**config.mk**
```make
export PLATFORM = sky130hd
export DESIGN_NAME = evc_event_counter
export DESIGN_NICKNAME = d
export VERILOG_FILES = /design/src/rtl/evc_pkg.sv /design/src/rtl/evc_edge_det.sv /design/src/rtl/evc_cmp_buf.sv /design/src/rtl/evc_count_core.sv /design/src/rtl/evc_event_counter.sv
export SDC_FILE = /design/constraint.sdc
export NUM_CORES = 1
export LEC_CHECK = 0
export BUFFER_PORTS_ARGS = -buffer_cell sky130_fd_sc_hd__buf_4
export CORE_AREA = 2 2 77 79
export DETAILED_ROUTE_END_ITERATION = 16
export DIE_AREA = 0 0 79 81
export PLACE_DENSITY_LB_ADDON = 0.05
export SLEW_MARGIN = 20
export SYNTH_ARGS = -nofsm -noshare
export SYNTH_HDL_FRONTEND = slang
export SYNTH_SLANG_ARGS = --single-unit
```
**constraint.sdc**
```tcl
create_clock -name clk_i -period 3.6 [get_ports clk_i]
set_clock_uncertainty 0.1 [all_clocks]
set_input_delay 0 -clock clk_i [delete_from_list [all_inputs] [get_ports clk_i]]
set_output_delay 0 -clock clk_i [all_outputs]
set_load 0.02 [all_outputs]
```
**src/rtl/evc_pkg.sv**
```systemverilog
package evc_pkg;
   typedef enum logic [1:0] {
      EDGE_NONE = 2'b00,
      EDGE_RISE = 2'b01,
      EDGE_FALL = 2'b10,
      EDGE_BOTH = 2'b11
   } edge_sel_e;
endpackage

```
**src/rtl/evc_edge_det.sv**
```systemverilog
module evc_edge_det
   import evc_pkg::*;
#(
   parameter int SYNC_STAGES = 2
) (
   input  logic      clk_i,
   input  logic      rst_ni,
   input  logic      pin_i,
   input  edge_sel_e sel_i,
   output logic      pulse_o
);
   localparam int LAST = SYNC_STAGES - 1;

   if (SYNC_STAGES < 2) begin : g_bad_stages
      $error("evc_edge_det: SYNC_STAGES must be at least 2");
   end

   logic [LAST:0] sync_q;
   logic          last_q;
   logic          rise, fall;

   for (genvar s = 0; s < SYNC_STAGES; s++) begin : g_stage
      always_ff @(posedge clk_i or negedge rst_ni) begin
         if (!rst_ni)      sync_q[s] <= 1'b0;
         else if (s == 0)  sync_q[s] <= pin_i;
         else              sync_q[s] <= sync_q[(s == 0) ? 0 : s - 1];
      end
   end

   always_ff @(posedge clk_i or negedge rst_ni) begin
      if (!rst_ni) last_q <= 1'b0;
      else         last_q <= sync_q[LAST];
   end

   assign rise = sync_q[LAST] & ~last_q;
   assign fall = ~sync_q[LAST] & last_q;

   always_comb begin
      unique case (sel_i)
         EDGE_RISE: pulse_o = rise;
         EDGE_FALL: pulse_o = fall;
         EDGE_BOTH: pulse_o = rise | fall;
         default:   pulse_o = 1'b0;
      endcase
   end

   p_none_quiet_r6: assert property (@(posedge clk_i) disable iff (!rst_ni)
      (sel_i == EDGE_NONE) |-> !pulse_o);
   p_rise_only_r3: assert property (@(posedge clk_i) disable iff (!rst_ni)
      (sel_i == EDGE_RISE && pulse_o) |-> sync_q[LAST]);
   p_fall_only_r4: assert property (@(posedge clk_i) disable iff (!rst_ni)
      (sel_i == EDGE_FALL && pulse_o) |-> !sync_q[LAST]);
endmodule

```
**src/rtl/evc_cmp_buf.sv**
```systemverilog
module evc_cmp_buf #(
   parameter int CNT_W = 16
) (
   input  logic             clk_i,
   input  logic             rst_ni,
   input  logic             load_i,
   input  logic [CNT_W-1:0] d_i,
   output logic [CNT_W-1:0] q_o
);
   always_ff @(posedge clk_i or negedge rst_ni) begin
      if (!rst_ni)     q_o <= '0;
      else if (load_i) q_o <= d_i;
   end

   p_buf_hold_r9: assert property (@(posedge clk_i) disable iff (!rst_ni)
      !load_i |=> $stable(q_o));
endmodule

```
**src/rtl/evc_count_core.sv**
```systemverilog
module evc_count_core #(
   parameter int CNT_W = 16
) (
   input  logic             clk_i,
   input  logic             rst_ni,
   input  logic             en_i,
   input  logic             pulse_i,
   input  logic [CNT_W-1:0] cmp_i,
   input  logic [CNT_W-1:0] buf_i,
   output logic             buf_load_o,
   output logic [CNT_W-1:0] count_o,
   output logic             irq_o
);
   localparam logic [CNT_W-1:0] IDLE_VAL = '1;

   logic             en_q;
   logic             en_rise, step, hit;
   logic [CNT_W-1:0] cmp_act, cnt_nxt, buf_nxt;

   assign en_rise    = en_i & ~en_q;
   assign cmp_act    = en_rise ? cmp_i : buf_i;
   assign step       = en_i & pulse_i;
   assign hit        = (count_o == cmp_act);
   assign buf_load_o = en_rise | (step & hit);
   assign buf_nxt    = buf_load_o ? cmp_i : buf_i;

   always_comb begin
      if (!en_i)     cnt_nxt = IDLE_VAL;
      else if (step) cnt_nxt = hit ? '0 : count_o + CNT_W'(1);
      else           cnt_nxt = count_o;
   end

   always_ff @(posedge clk_i or negedge rst_ni) begin
      if (!rst_ni) begin
         en_q    <= 1'b0;
         count_o <= IDLE_VAL;
         irq_o   <= 1'b0;
      end else begin
         en_q    <= en_i;
         count_o <= cnt_nxt;
         irq_o   <= step & (cnt_nxt == buf_nxt);
      end
   end

   p_idle_value_r2: assert property (@(posedge clk_i) disable iff (!rst_ni)
      !en_i |=> (count_o == IDLE_VAL && !irq_o));
   p_irq_needs_edge_r11: assert property (@(posedge clk_i) disable iff (!rst_ni)
      irq_o |-> $past(pulse_i && en_i));
   p_irq_at_match_r7: assert property (@(posedge clk_i) disable iff (!rst_ni)
      irq_o |-> (count_o == buf_i));
   p_clear_on_match_r8: assert property (@(posedge clk_i) disable iff (!rst_ni)
      (en_q && en_i && pulse_i && count_o == buf_i) |=> (count_o == '0));
   p_hold_no_edge_r6: assert property (@(posedge clk_i) disable iff (!rst_ni)
      (en_q && en_i && !pulse_i) |=> $stable(count_o));
endmodule

```
**src/rtl/evc_event_counter.sv**
```systemverilog
module evc_event_counter
   import evc_pkg::*;
#(
   parameter int CNT_W       = 16,
   parameter int SYNC_STAGES = 2
) (
   input  logic             clk_i,
   input  logic             rst_ni,
   input  logic             event_i,
   input  logic             en_i,
   input  logic [1:0]       edge_sel_i,
   input  logic [CNT_W-1:0] cmp_i,
   output logic [CNT_W-1:0] count_o,
   output logic             irq_o
);
   if (CNT_W < 2 || CNT_W > 32) begin : g_bad_width
      $error("evc_event_counter: CNT_W must lie in 2..32");
   end

   logic             pulse;
   logic             buf_load;
   logic [CNT_W-1:0] buf_q;

   evc_edge_det #(.SYNC_STAGES(SYNC_STAGES)) u_edge (
      .clk_i   (clk_i),
      .rst_ni  (rst_ni),
      .pin_i   (event_i),
      .sel_i   (edge_sel_e'(edge_sel_i)),
      .pulse_o (pulse)
   );

   evc_cmp_buf #(.CNT_W(CNT_W)) u_buf (
      .clk_i  (clk_i),
      .rst_ni (rst_ni),
      .load_i (buf_load),
      .d_i    (cmp_i),
      .q_o    (buf_q)
   );

   evc_count_core #(.CNT_W(CNT_W)) u_core (
      .clk_i      (clk_i),
      .rst_ni     (rst_ni),
      .en_i       (en_i),
      .pulse_i    (pulse),
      .cmp_i      (cmp_i),
      .buf_i      (buf_q),
      .buf_load_o (buf_load),
      .count_o    (count_o),
      .irq_o      (irq_o)
   );
endmodule

```
=== Yosys cells after proc, flatten, opt, wreduce, memory -nomap -nowiden ===
Cells that the tools add are included.

* Bits of input ports: 22
* Word-level logic and storage cells: 30
* Flip-flop bits (word level): 37
* Output and inout bits: 17

* Multiplexer cells: 6
* $add $sub $neg: 1
* Bitwise logic cells: 11
* Equal/unequal tests: 5

{| class="wikitable"
|+ Operator list
! cell !! number
|-
| two-way mux 16 bit || 5
|-
| equality test 16 bit || 2
|-
| adder 16 x 1 -> 16 bit, second input constant || 1
|-
| AND 1 bit || 6
|-
| equality test 2 bit, second input constant || 2
|-
| NOT 1 bit || 3
|-
| case mux 1 bit (3 select lines) || 1
|-
| equality test 2 x 1 -> 1 bit, second input constant || 1
|-
| OR 1 bit || 2
|}

=== Longest topological paths before layout ===
* Word-level depth: 10
* Gate-level depth with buffers: 12
* Depth with buffers taken out: 11

=== Cells and area by module ===
From an unflattened synthesis, not the netlist that was laid out.

* Cell total of the unflattened synthesis: 333
* Area, all modules: 3,045.4 sq um

{| class="wikitable"
|+ Modules (own cells, without submodules)
! module !! cells each !! instances !! sequential area each (sq um) !! area an instance (sq um)
|-
| evc_count_core || 287 || 1 || 470.5 || 2,262.2
|-
| evc_cmp_buf || 34 || 1 || 400.4 || 649.4
|-
| evc_edge_det || 12 || 1 || 75.1 || 133.9
|}

=== Least setup slack after synthesis ===
No wires, ideal clock.

* Path type: register to register
* From: reg u_edge.last_q
* To: reg u_core.irq_o
* Arrival time: 2.691 ns
* Path buffers: 1
* Library setup time: 0.096 ns
* Period minus slack after synthesis: 2.886 ns
* Data required time: 3.404 ns
* Setup slack: 0.714 ns
* Cell stages (with the launch flop): 13
* Path through: dfrtp_1 inv_1 ha_1 or2b_1 a31oi_4 buf_6 nand3_1 xor2_1 o221ai_1 a22o_1 a2111oi_0 a21oi_1 nor4_2

* Longest elaborated chain between the ends: 10
* Elaborated cells between the ends (all ways): 13
* Those cells by class: eq/ne (1); mux (4); bitwise (8)

{| class="wikitable"
|+ RTL lines
! item !! RTL line !! source
|-
| from (decl) || evc_edge_det.sv:19 || <nowiki>logic last_q;</nowiki>
|-
| from (signal assigned) || evc_edge_det.sv:32 || <nowiki>else last_q <= sync_q[LAST];</nowiki>
|-
| NOT 1 bit || evc_edge_det.sv:35 || <nowiki>assign rise = sync_q[LAST] & ~last_q;</nowiki>
|-
| AND 1 bit || evc_edge_det.sv:35 ||
|-
| OR 1 bit || evc_edge_det.sv:42 || <nowiki>EDGE_BOTH: pulse_o = rise | fall;</nowiki>
|-
| case mux 1 bit (3 select lines) * || evc_edge_det.sv:39 || <nowiki>unique case (sel_i)</nowiki>
|-
| AND 1 bit * || evc_count_core.sv:22 || <nowiki>assign step = en_i & pulse_i;</nowiki>
|-
| AND 1 bit || evc_count_core.sv:24 || <nowiki>assign buf_load_o = en_rise | (step & hit);</nowiki>
|-
| OR 1 bit || evc_count_core.sv:24 ||
|-
| two-way mux 16 bit || evc_count_core.sv:25 || <nowiki>assign buf_nxt = buf_load_o ? cmp_i : buf_i;</nowiki>
|-
| equality test 16 bit || evc_count_core.sv:41 || <nowiki>irq_o <= step & (cnt_nxt == buf_nxt);</nowiki>
|-
| AND 1 bit * || evc_count_core.sv:41 ||
|-
| to (signal assigned) || evc_count_core.sv:41 ||
|-
| to (decl) || evc_count_core.sv:12 || <nowiki>output logic irq_o</nowiki>
|}

Every way passes the cells marked *; elsewhere a longest branch is shown, timed or not.

=== Worst setup path in the final report ===
* From: in en_i
* To: reg u_core.irq_o

* Longest elaborated chain between the ends: 8
* Elaborated cells between the ends (all ways): 12
* Those cells by class: eq/ne (2); mux (5); bitwise (5)

{| class="wikitable"
|+ RTL lines
! item !! RTL line !! source
|-
| from (decl) || evc_event_counter.sv:10 || <nowiki>input logic en_i,</nowiki>
|-
| AND 1 bit || evc_count_core.sv:20 || <nowiki>assign en_rise = en_i & ~en_q;</nowiki>
|-
| two-way mux 16 bit || evc_count_core.sv:21 || <nowiki>assign cmp_act = en_rise ? cmp_i : buf_i;</nowiki>
|-
| equality test 16 bit || evc_count_core.sv:23 || <nowiki>assign hit = (count_o == cmp_act);</nowiki>
|-
| two-way mux 16 bit / AND 1 bit (equally long branches) || evc_count_core.sv:29, evc_count_core.sv:24 ||
|-
| two-way mux 16 bit / OR 1 bit (equally long branches) || evc_count_core.sv:29, evc_count_core.sv:24 ||
|-
| two-way mux 16 bit, on equally long branches || evc_count_core.sv:28, evc_count_core.sv:25 ||
|-
| equality test 16 bit || evc_count_core.sv:41 ||
|-
| AND 1 bit * || evc_count_core.sv:41 ||
|}

Marked as above.

==> impl_metrics.csv <==
group,metric,value,unit
outcome,status,"complete, no violations",
sta,setup_viol,0,
synth,ys_ff_latch,37,
worst_setup_path,startpoint_type,"input port",
detailed_routing,num_vias,3144,
worst_setup_path,critPathMaxFanout,23,
placed_design,place_congestion,0.982,
clocking,post_cts_buffers,0,
floorplanning,dieHeight,81,um
placed_design,dp_cells,462,
sta,fin_setup_tns,0,ns
clocking,clock_latency,0.30,ns
synth,ys_warn_count,0,
placed_design,port_buffers,38,
clocking,clockRootBuffer,"clkbuf_8",
layout,layout.nets,437,
worst_hold_path,min_path_type,"in2reg",
clocking,cts.sinks,37,
job,max_cap_viol_count,0,
sta,hold_slack,0.0121,ns
worst_setup_path,crit_arrival,3.44,ns
layout,layout_commonest_cell,"buf_4",
floorplanning,rows,28,
placed_design,place_ws,0.224,ns
sta,fin_ws,0.276,ns
synth,yosys.area.top_type,"dfrtp_1",
synth,syn-cell-area,3170,um2
floorplanning,initial_core_util,55.8,%
grt,antenna_found_initial,0,
detailed_routing,ant_nets,0,
sta,finalHoldViolations,0,
layout,diodes,0,
sta,tightest_slew,0.573,ns
clocking,cts_tree,"built",
sta,final_max_slew_viol_count,0,
floorplanning,fp.dieW,79,um
synth,async_flop_share,100,%
power_and_ir_drop,powerDensity,381,nW/um2
worst_setup_path,worstSetupEndpointType,"flip-flop",
sta,rsz0062_at_grt,"no",
sta,max_freq,301,MHz
synth,synth_edf_count,0,
clocking,clockBufferDepth,2,
floorplanning,ios,39,
detailed_routing,wl_per_cell,22.3,um
detailed_routing,drt-vias-per-instance,6.44,
power_and_ir_drop,leakagePower,0.00153,uW
layout,syn2layout_area_growth,17.5,%
sta,finalCriticalPeriod,3.32,ns
synth,synthDistinctLibCells,75,
floorplanning,die_area,6400,um2
synth,ys_seq_area_share,29.9,%
synth,netlist_instances,363,
clocking,htree_levels,2,
detailed_routing,drt_iter0_drc,343,
layout,finalNonFillerCells,488,
floorplanning,core_area,5680,um2
synth,synth_top_area_share,16.6,%
clocking,numCtsBuffers,5,
synth,synth_fp_nets,388,
placed_design,dp_hpwl,7830,um
synth,syn_avg_cell_area,8.73,um2
worst_setup_path,required,3.71,ns
synth,synth_flop_cell,"dfrtp_1",
layout,final_cell_mix,"buf_4 (52), o21ai_0 (34), nand2_1 (29)",
clocking,clk_pin_slew,0.08,ns
detailed_routing,dr.pass1.iters,5,
power_and_ir_drop,peakVddDrop,0.298,mV
detailed_routing,drc,0,
detailed_routing,wirelength,10900,um
synth,synth.area.top_cells,"dfrtp_1 (17%), dfstp_2 (13%), xor2_1 (5.5%)",
grt,grt_max_degree,38,
sta,timing.final.crit_share,92.3,%
grt,grt_use_total,35.3,%
grt,grt_pass1_vias,3062,
grt,grt_pass1_wl,17100,um
layout,drive_gt1_share,25.7,%
grt,grt_overflow,0,
sta,slew_headroom,61.5,%
worst_setup_path,critPathKind,"in2reg",
==> area by class of cell <==
cell class / instances / area, um2
tap: 75 / 93.8
timing repair buffer: 70 / 571
sequential: 37 / 946
fill: 515 / 1950
clock buffer: 5 / 68.8
clock inverter: 3 / 17.5
inverter: 21 / 78.8
multi-input combinational: 277 / 1950
==> flip-flops by register name, summed over array words and instances, names as in the netlist <==
register,count
u_edge.last_q,1
u_edge.sync_q,2
u_buf.q_o,16
u_core.count_o,16
u_core.irq_o,1
u_core.en_q,1
==> repair_timing <==
action	CTS	global route
setup endpoints to repair	0	1
resized for setup	0	1
hold buffers	18	0
hold endpoints to repair	63	0
==> where the power goes <==
| group | switching (uW) | internal, uW | total, uW |
|---|---|---|---|
| Combinational | 323 | 244 | 567 |
| Sequential | 79.1 | 473 | 553 |
| Clock | 165 | 134 | 299 |
==> path summary, 6_finish.rpt <==
path | startpoint | endpoint | slack (ns) | cells past startpoint
worst min-delay path | cmp_i[10] | u_buf.q_o[10]$_DFF_PN0_ | 0.01 | 3
worst min register to register | u_edge.sync_q[0]$_DFF_PN0_ | u_edge.sync_q[1]$_DFF_PN0_ | 0.25 | 0
worst max-delay path | en_i | u_core.irq_o$_DFF_PN0_ | 0.28 | 11
min in group asynchronous | rst_ni | u_edge.sync_q[0]$_DFF_PN0_ | 0.10 | 2
worst max register to register | u_core.count_o[0]$_DFF_PN1_ | u_core.irq_o$_DFF_PN0_ | 0.28 | 10
max in group asynchronous | rst_ni | u_core.count_o[5]$_DFF_PN1_ | 2.95 | 2
==> per-stage QoR <==
stage | total power [uW] | utilization, % | cell area, um2
floorplan | 900 | - | 3170
global placement | 1090 | 60.8 | 3450
CTS | 1410 | 65.5 | 3710
detailed placement | 1090 | 60.8 | 3450
finish | 1420 | 65.6 | 3720
global route | 1490 | 65.6 | 3720
==> metal layers <==
| layer | part of all wire, % | wire length [um] | global-route usage [%] | up-vias |
|---|---|---|---|---|
| met5 | 0 | 0 | 0 | - |
| met4 | 4.0 | 435 | 15.5 | 0 |
| met3 | 8.1 | 885 | 6.44 | 35 |
| met2 | 44 | 4780 | 52.9 | 186 |
| met1 | 44 | 4760 | 49.9 | 1485 |
| li1 | - | - | - | 1438 |
==> cells in the mapped netlist, types with 5 or more instances <==
cell and number:
nand3_1 8, nand4_1 6, xnor2_1 9, nor2b_1 5
mux2_2 13, nor2_1 16, a21oi_1 12, a31oi_1 5
buf_2 7, dfrtp_1 21, a22oi_1 5, o21ai_0 34
clkbuf_8 5, nor3_1 13, xor2_1 20, inv_1 21
mux2i_1 7, dfstp_2 16, nand2_1 29, clkbuf_1 7
nor4_1 8
==> cells by family after synthesis <==
logic type	synth area share, %
simple gates	19.9
buf+inv	8.93
fa+ha+maj	1.18
xor+xnor	8.53
compound gates	24.8
mux	6.83
flops	29.9
==> critical path: stages <==
cell           delay (ns)
dlygate4sd3_1        0.53
buf_4                0.28
nor2b_4              0.49
mux2i_1              0.34
xnor2_1              0.16
nor4_2               0.27
and4_1               0.51
a211oi_1             0.22
a211oi_1             0.21
nand4b_1             0.17
nor4_2               0.25
(Power assumes the default switching activity.)
